==> src/rtl/bus_handoff_pkg.sv <==
package bus_handoff_pkg;

  typedef enum logic [2:0] {
    BS_NONE = 3'd0,
    BS_T1   = 3'd1,
    BS_T2   = 3'd2,
    BS_T3   = 3'd3,
    BS_TW   = 3'd4,
    BS_T4   = 3'd5
  } busPhase_e;

  typedef enum logic [1:0] {
    ST_OWN   = 2'd0,
    ST_GRANT = 2'd1,
    ST_HELD  = 2'd2,
    ST_DEAD  = 2'd3
  } handoffState_e;

  typedef struct packed {
    logic sampleEn;   // accept new request pulses into the pending set
    logic fire;       // grant decision taken this clock
    logic fromIdle;   // decision taken on an idle bus (any request eligible)
    logic driveGrant; // drive the grant pulse on the owner's pin
  } handoffStrobe_t;

endpackage

==> src/rtl/bus_handoff_dp.sv <==
module bus_handoff_dp
  import bus_handoff_pkg::*;
#(
  parameter int NUM_CH = 2,
  localparam int OWN_W = (NUM_CH > 1) ? $clog2(NUM_CH) : 1
) (
  input  logic                 clk,
  input  logic                 rst_n,
  input  logic [NUM_CH-1:0]    reqLow,
  input  logic [2:0]           busState,
  input  logic                 busIdle,
  input  handoffStrobe_t       strobe,
  output logic                 idleAny,
  output logic                 t4Any,
  output logic                 ownerReq,
  output logic [NUM_CH-1:0]    grantLow
);

  logic [NUM_CH-1:0] pend;
  logic [NUM_CH-1:0] late;
  logic [NUM_CH-1:0] idleCand;
  logic [NUM_CH-1:0] t4Cand;
  logic [OWN_W-1:0]  owner;
  logic              lateWin;
  logic              newCycle;

  assign lateWin  = !busIdle && (busState == BS_T3 || busState == BS_TW || busState == BS_T4);
  assign newCycle = busIdle || (busState == BS_T1);

  for (genvar g = 0; g < NUM_CH; g++) begin : g_chan
    always_ff @(posedge clk) begin
      if (!rst_n || strobe.fire) begin
        pend[g] <= 1'b0;
        late[g] <= 1'b0;
      end else if (strobe.sampleEn) begin
        if (reqLow[g] && !pend[g]) begin
          pend[g] <= 1'b1;
          late[g] <= lateWin;
        end else if (newCycle) begin
          late[g] <= 1'b0;
        end
      end
    end
  end

  assign idleCand = pend | reqLow;
  assign t4Cand   = pend & ~late;
  assign idleAny  = |idleCand;
  assign t4Any    = |t4Cand;

  function automatic logic [OWN_W-1:0] pickLowest(input logic [NUM_CH-1:0] v);
    pickLowest = '0;
    for (int i = NUM_CH - 1; i >= 0; i--) begin
      if (v[i]) pickLowest = OWN_W'(i);
    end
  endfunction

  always_ff @(posedge clk) begin
    if (!rst_n) begin
      owner <= '0;
    end else if (strobe.fire) begin
      owner <= pickLowest(strobe.fromIdle ? idleCand : t4Cand);
    end
  end

  assign ownerReq = reqLow[owner];

  always_comb begin
    grantLow = '0;
    if (strobe.driveGrant) grantLow[owner] = 1'b1;
  end

endmodule

==> src/rtl/bus_handoff_ctrl.sv <==
module bus_handoff_ctrl
  import bus_handoff_pkg::*;
(
  input  logic           clk,
  input  logic           rst_n,
  input  logic [2:0]     busState,
  input  logic           busIdle,
  input  logic           oddLowByte,
  input  logic           firstIntAck,
  input  logic           lockActive,
  input  logic           idleAny,
  input  logic           t4Any,
  input  logic           ownerReq,
  output handoffStrobe_t strobe,
  output logic           busFloat
);

  handoffState_e state;
  handoffState_e stateNxt;
  logic          releaseOk;
  logic          fireNow;

  assign releaseOk = !oddLowByte && !firstIntAck && !lockActive;
  assign fireNow   = (state == ST_OWN) &&
                     (busIdle ? idleAny : (busState == BS_T4 && releaseOk && t4Any));

  always_comb begin
    stateNxt = state;
    unique case (state)
      ST_OWN:   if (fireNow)  stateNxt = ST_GRANT;
      ST_GRANT:               stateNxt = ST_HELD;
      ST_HELD:  if (ownerReq) stateNxt = ST_DEAD;
      ST_DEAD:                stateNxt = ST_OWN;
      default:                stateNxt = ST_OWN;
    endcase
  end

  always_ff @(posedge clk) begin
    if (!rst_n) state <= ST_OWN;
    else        state <= stateNxt;
  end

  always_comb begin
    strobe.sampleEn   = (state == ST_OWN);
    strobe.fire       = fireNow;
    strobe.fromIdle   = busIdle;
    strobe.driveGrant = (state == ST_GRANT);
  end

  assign busFloat = (state == ST_GRANT) || (state == ST_HELD);

endmodule

==> src/rtl/bus_handoff_arb.sv <==
module bus_handoff_arb
  import bus_handoff_pkg::*;
#(
  parameter int NUM_CH = 2
) (
  input  logic              clk,
  input  logic              rst_n,
  input  logic [NUM_CH-1:0] reqIn_n,
  input  logic [2:0]        busState,
  input  logic              busIdle,
  input  logic              oddLowByte,
  input  logic              firstIntAck,
  input  logic              lockActive,
  output logic [NUM_CH-1:0] grantOut_n,
  output logic [NUM_CH-1:0] grantOe,
  output logic              busFloat
);

  handoffStrobe_t    strobe;
  logic              idleAny;
  logic              t4Any;
  logic              ownerReq;
  logic [NUM_CH-1:0] grantLow;

  bus_handoff_ctrl ctrl_i (
    .clk        (clk),
    .rst_n      (rst_n),
    .busState   (busState),
    .busIdle    (busIdle),
    .oddLowByte (oddLowByte),
    .firstIntAck(firstIntAck),
    .lockActive (lockActive),
    .idleAny    (idleAny),
    .t4Any      (t4Any),
    .ownerReq   (ownerReq),
    .strobe     (strobe),
    .busFloat   (busFloat)
  );

  bus_handoff_dp #(.NUM_CH(NUM_CH)) dp_i (
    .clk      (clk),
    .rst_n    (rst_n),
    .reqLow   (~reqIn_n),
    .busState (busState),
    .busIdle  (busIdle),
    .strobe   (strobe),
    .idleAny  (idleAny),
    .t4Any    (t4Any),
    .ownerReq (ownerReq),
    .grantLow (grantLow)
  );

  assign grantOut_n = ~grantLow;
  assign grantOe    = grantLow;

endmodule

==> config.mk <==
export PLATFORM = sky130hd
export DESIGN_NAME = bus_handoff_arb
export DESIGN_NICKNAME = d
export VERILOG_FILES = /design/src/rtl/bus_handoff_pkg.sv /design/src/rtl/bus_handoff_dp.sv /design/src/rtl/bus_handoff_ctrl.sv /design/src/rtl/bus_handoff_arb.sv
export SDC_FILE = /design/constraint.sdc
export NUM_CORES = 1
export LEC_CHECK = 0
export BUFFER_PORTS_ARGS = -buffer_cell sky130_fd_sc_hd__buf_2
export CAP_MARGIN = 20
export CORE_MARGIN = 2
export CORE_UTILIZATION = 38
export CTS_CLUSTER_DIAMETER = 30
export DETAILED_ROUTE_END_ITERATION = 10
export GPL_TIMING_DRIVEN = 0
export PLACE_DENSITY = 0.72
export SYNTH_ARGS = -nofsm -noshare
export SYNTH_HDL_FRONTEND = slang
export SYNTH_HIERARCHICAL = 1
export SYNTH_SLANG_ARGS = --single-unit
==> constraint.sdc <==
create_clock -name clk -period 3.3 [get_ports clk]
set_clock_uncertainty 0.2 [all_clocks]
set_input_delay 0.165 -clock clk [delete_from_list [all_inputs] [get_ports clk]]
set_output_delay 0.165 -clock clk [all_outputs]
set_load 0.01 [all_outputs]
==> impl_metrics.env <==
export IMPL_postSynthCellCount=58
export IMPL_hold_depth=2
export IMPL_drv_cap=0
export IMPL_avgSynthCellArea_um2=8.50
export IMPL_place_congestion=0.793
export IMPL_dp_hpwl_um=738
export IMPL_p_per_area_nw_per_um2=634
export IMPL_worst_slack_ns=0.692
export IMPL_yosys_area_top_type="dfxtp_1"
export IMPL_grt_pass1_vias=415
export IMPL_path_max_fanout=6
export IMPL_via_count=473
export IMPL_dr_wl_met2_um=461
export IMPL_required_ns=3.27
export IMPL_place_ws_ns=0.778
export IMPL_worstPathArrival_ns=2.57
export IMPL_finalCritPeriodShare=0.790
export IMPL_r2r_worst_path_cells=7
export IMPL_cts_buffers=3
export IMPL_postLayoutCoreUtil=0.529
export IMPL_status="finished, final reports clean"
export IMPL_cts_root_buf="clkbuf_4"
export IMPL_hp_class="in -> reg"
export IMPL_antenna_left=0
export IMPL_relSlewSlack=0.823
export IMPL_drive_gt1_frac=0.351
export IMPL_die_w_um=40.0
export IMPL_startpoint_type="register"
export IMPL_coreArea_um2=1160
export IMPL_n_antenna_cell=0
export IMPL_final_cell_mix="15 x buf_2, 8 x inv_1, 7 x dfxtp_1"
export IMPL_final_common_cell="buf_2"
export IMPL_finalSetupTns_ns=0
export IMPL_htreeDepth=1
export IMPL_grt_overflow_total=0
export IMPL_clk_latency_ns=0.25
export IMPL_fin_hold_ws_ns=0.0157
export IMPL_dr_pass1_iters=4
export IMPL_fill_cells=94
export IMPL_row_count=12
export IMPL_cts_setup_buffers=0
export IMPL_synth_top_area_frac=0.284
export IMPL_ys_top_cells_by_area="dfxtp_1 28%, ha_1 7.6%, inv_1 6.1%"
export IMPL_crit_type="reg -> reg"
export IMPL_vias_per_cell=5.20
export IMPL_antenna_found_initial=0
export IMPL_dr_wl_met3_um=53
export IMPL_routed_wirelength_um=980
export IMPL_synthToLayoutAreaGrowth_pct=24.1
export IMPL_cts_tree="done"
export IMPL_clock_sinks=7
export IMPL_cts_path_max_buffers=2
export IMPL_fin_crit_ns=2.61
export IMPL_grt_pass1_wl_um=1660
export IMPL_die_area_um2=1600
export IMPL_ys_types=25
export IMPL_rsz0062_at_grt="false"
export IMPL_drt_iter0_markers=15
export IMPL_yosysSeqAreaShare=0.284
export IMPL_leakagePower_uw=0.000272
export IMPL_clk_pin_slew_ns=0.06
export IMPL_wl_met1_um=454
export IMPL_netlist_area_um2=493
export IMPL_grt_max_degree=9
export IMPL_io_buffers=15
export IMPL_post_cts_resize_count=0
export IMPL_num_nets_final=92
export IMPL_wire_per_inst_um=10.8
export IMPL_boundaryPins=16
export IMPL_grtUsageTotal=0.161
export IMPL_syn_num_nets=72
export IMPL_drcViolationCount=0
export IMPL_hold_buffers=0
export IMPL_yosys_warnings=6
export IMPL_start_util=0.426
export IMPL_die_h_um=40.0
export IMPL_top_layer="met4"
export IMPL_tightest_slew_ns=0.262
export IMPL_vdd_drop_max_v=0.000294
export IMPL_timing_final_hold_violations=0
export IMPL_critPathCaptureType="register"
export IMPL_max_freq_ghz=0.384
export IMPL_yosys_register_bits=7
export IMPL_finalMaxSlewViolations=0
export IMPL_finalSetupViolations=0
synth_stat cells:
| cell type | number |
|---|---|
| nand2_1 | 6 |
| and2b_2 | 1 |
| a21oi_1 | 2 |
| o2bb2ai_1 | 1 |
| and2_1 | 1 |
| a22oi_1 | 1 |
| nor2_1 | 1 |
| ha_1 | 3 |
| nor4bb_1 | 1 |
| mux2i_1 | 2 |
| nand2b_4 | 1 |
| mux2_2 | 1 |
| a21oi_2 | 1 |
| a221oi_1 | 1 |
| o21ai_0 | 4 |
| nand2b_1 | 2 |
| inv_1 | 8 |
| o22ai_1 | 2 |
| buf_4 | 2 |
| a221o_2 | 1 |
| dfxtp_1 | 7 |
| o221a_2 | 1 |
| nor4b_2 | 1 |
| nor2b_1 | 4 |
| or4_1 | 3 |
area by class of cell:
cell class	instances	area, um^2	area share
Buffer	2	15.0	0.0245
Clock buffer	4	26.3	0.0429
Inverter	8	30.0	0.0491
Multi-Input combinational cell	41	308	0.503
Sequential cell	7	140	0.229
Tap cell	14	17.5	0.0286
Timing Repair Buffer	15	75.1	0.123
per-stage QoR:
step | power [uW] | std cells | instance area [um^2]
2_1_floorplan | 258 | 58 | 493
3_3_place_gp | 304 | 87 | 586
3_5_place_dp | 308 | 87 | 586
4_1_cts | 391 | 91 | 612
5_1_grt | 422 | 91 | 612
6_report | 388 | 91 | 612
flip-flops by register name, indices dropped and copies added, names as in the netlist:
signal        cells
ctrl_i/state      2
dp_i/late         2
dp_i/pend         2
dp_i/owner        1
path summary, 6_finish.rpt:
kind              slack, ns              end          from
setup / recovery       0.69     dp_i/late[1]  dp_i/pend[1]
hold / removal         0.02  ctrl_i/state[0]         rst_n
setup reg to reg       0.69     dp_i/late[1]  dp_i/pend[1]
hold reg to reg        0.29       dp_i/owner    dp_i/owner
critical path, cell delays in order (launching register included):
cell      delay (ns)
dfxtp_1         0.35
or4_1           0.52
a22oi_1         0.26
and2b_2         0.25
buf_4           0.13
nand2b_4        0.16
or4_1           0.47
o22ai_1         0.18
layer usage:
layer | GRT usage | vias to the layer above
li1 | - | 246
met1 | 0.179 | 210
met2 | 0.262 | 15
met3 | 0.0333 | 2
met4 | 0.129 | 0
met5 | 0 | -
cell families (layout without fill, tap and decap cells):
group	count (synthesis)	in the layout	share of synthesized area
buffers and inverters	10	29	0.0914
and+or+nand+nor	21	21	0.284
DFF	7	7	0.284
muxes	3	3	0.0635
adders and majority gates	3	3	0.0762
AOI/OAI and AO/OA	14	14	0.201
power breakdown:
part / total, uW / internal, uW / switching (uW) / leakage (uW)
sequential: 121 / 104 / 17.3 / 0.0000573
clock: 78.5 / 46.2 / 32.3 / 0.0000150
combinational: 188 / 91.3 / 96.9 / 0.000200
total: 388 / 241 / 147 / 0.000272
(Power assumes the default switching activity.)
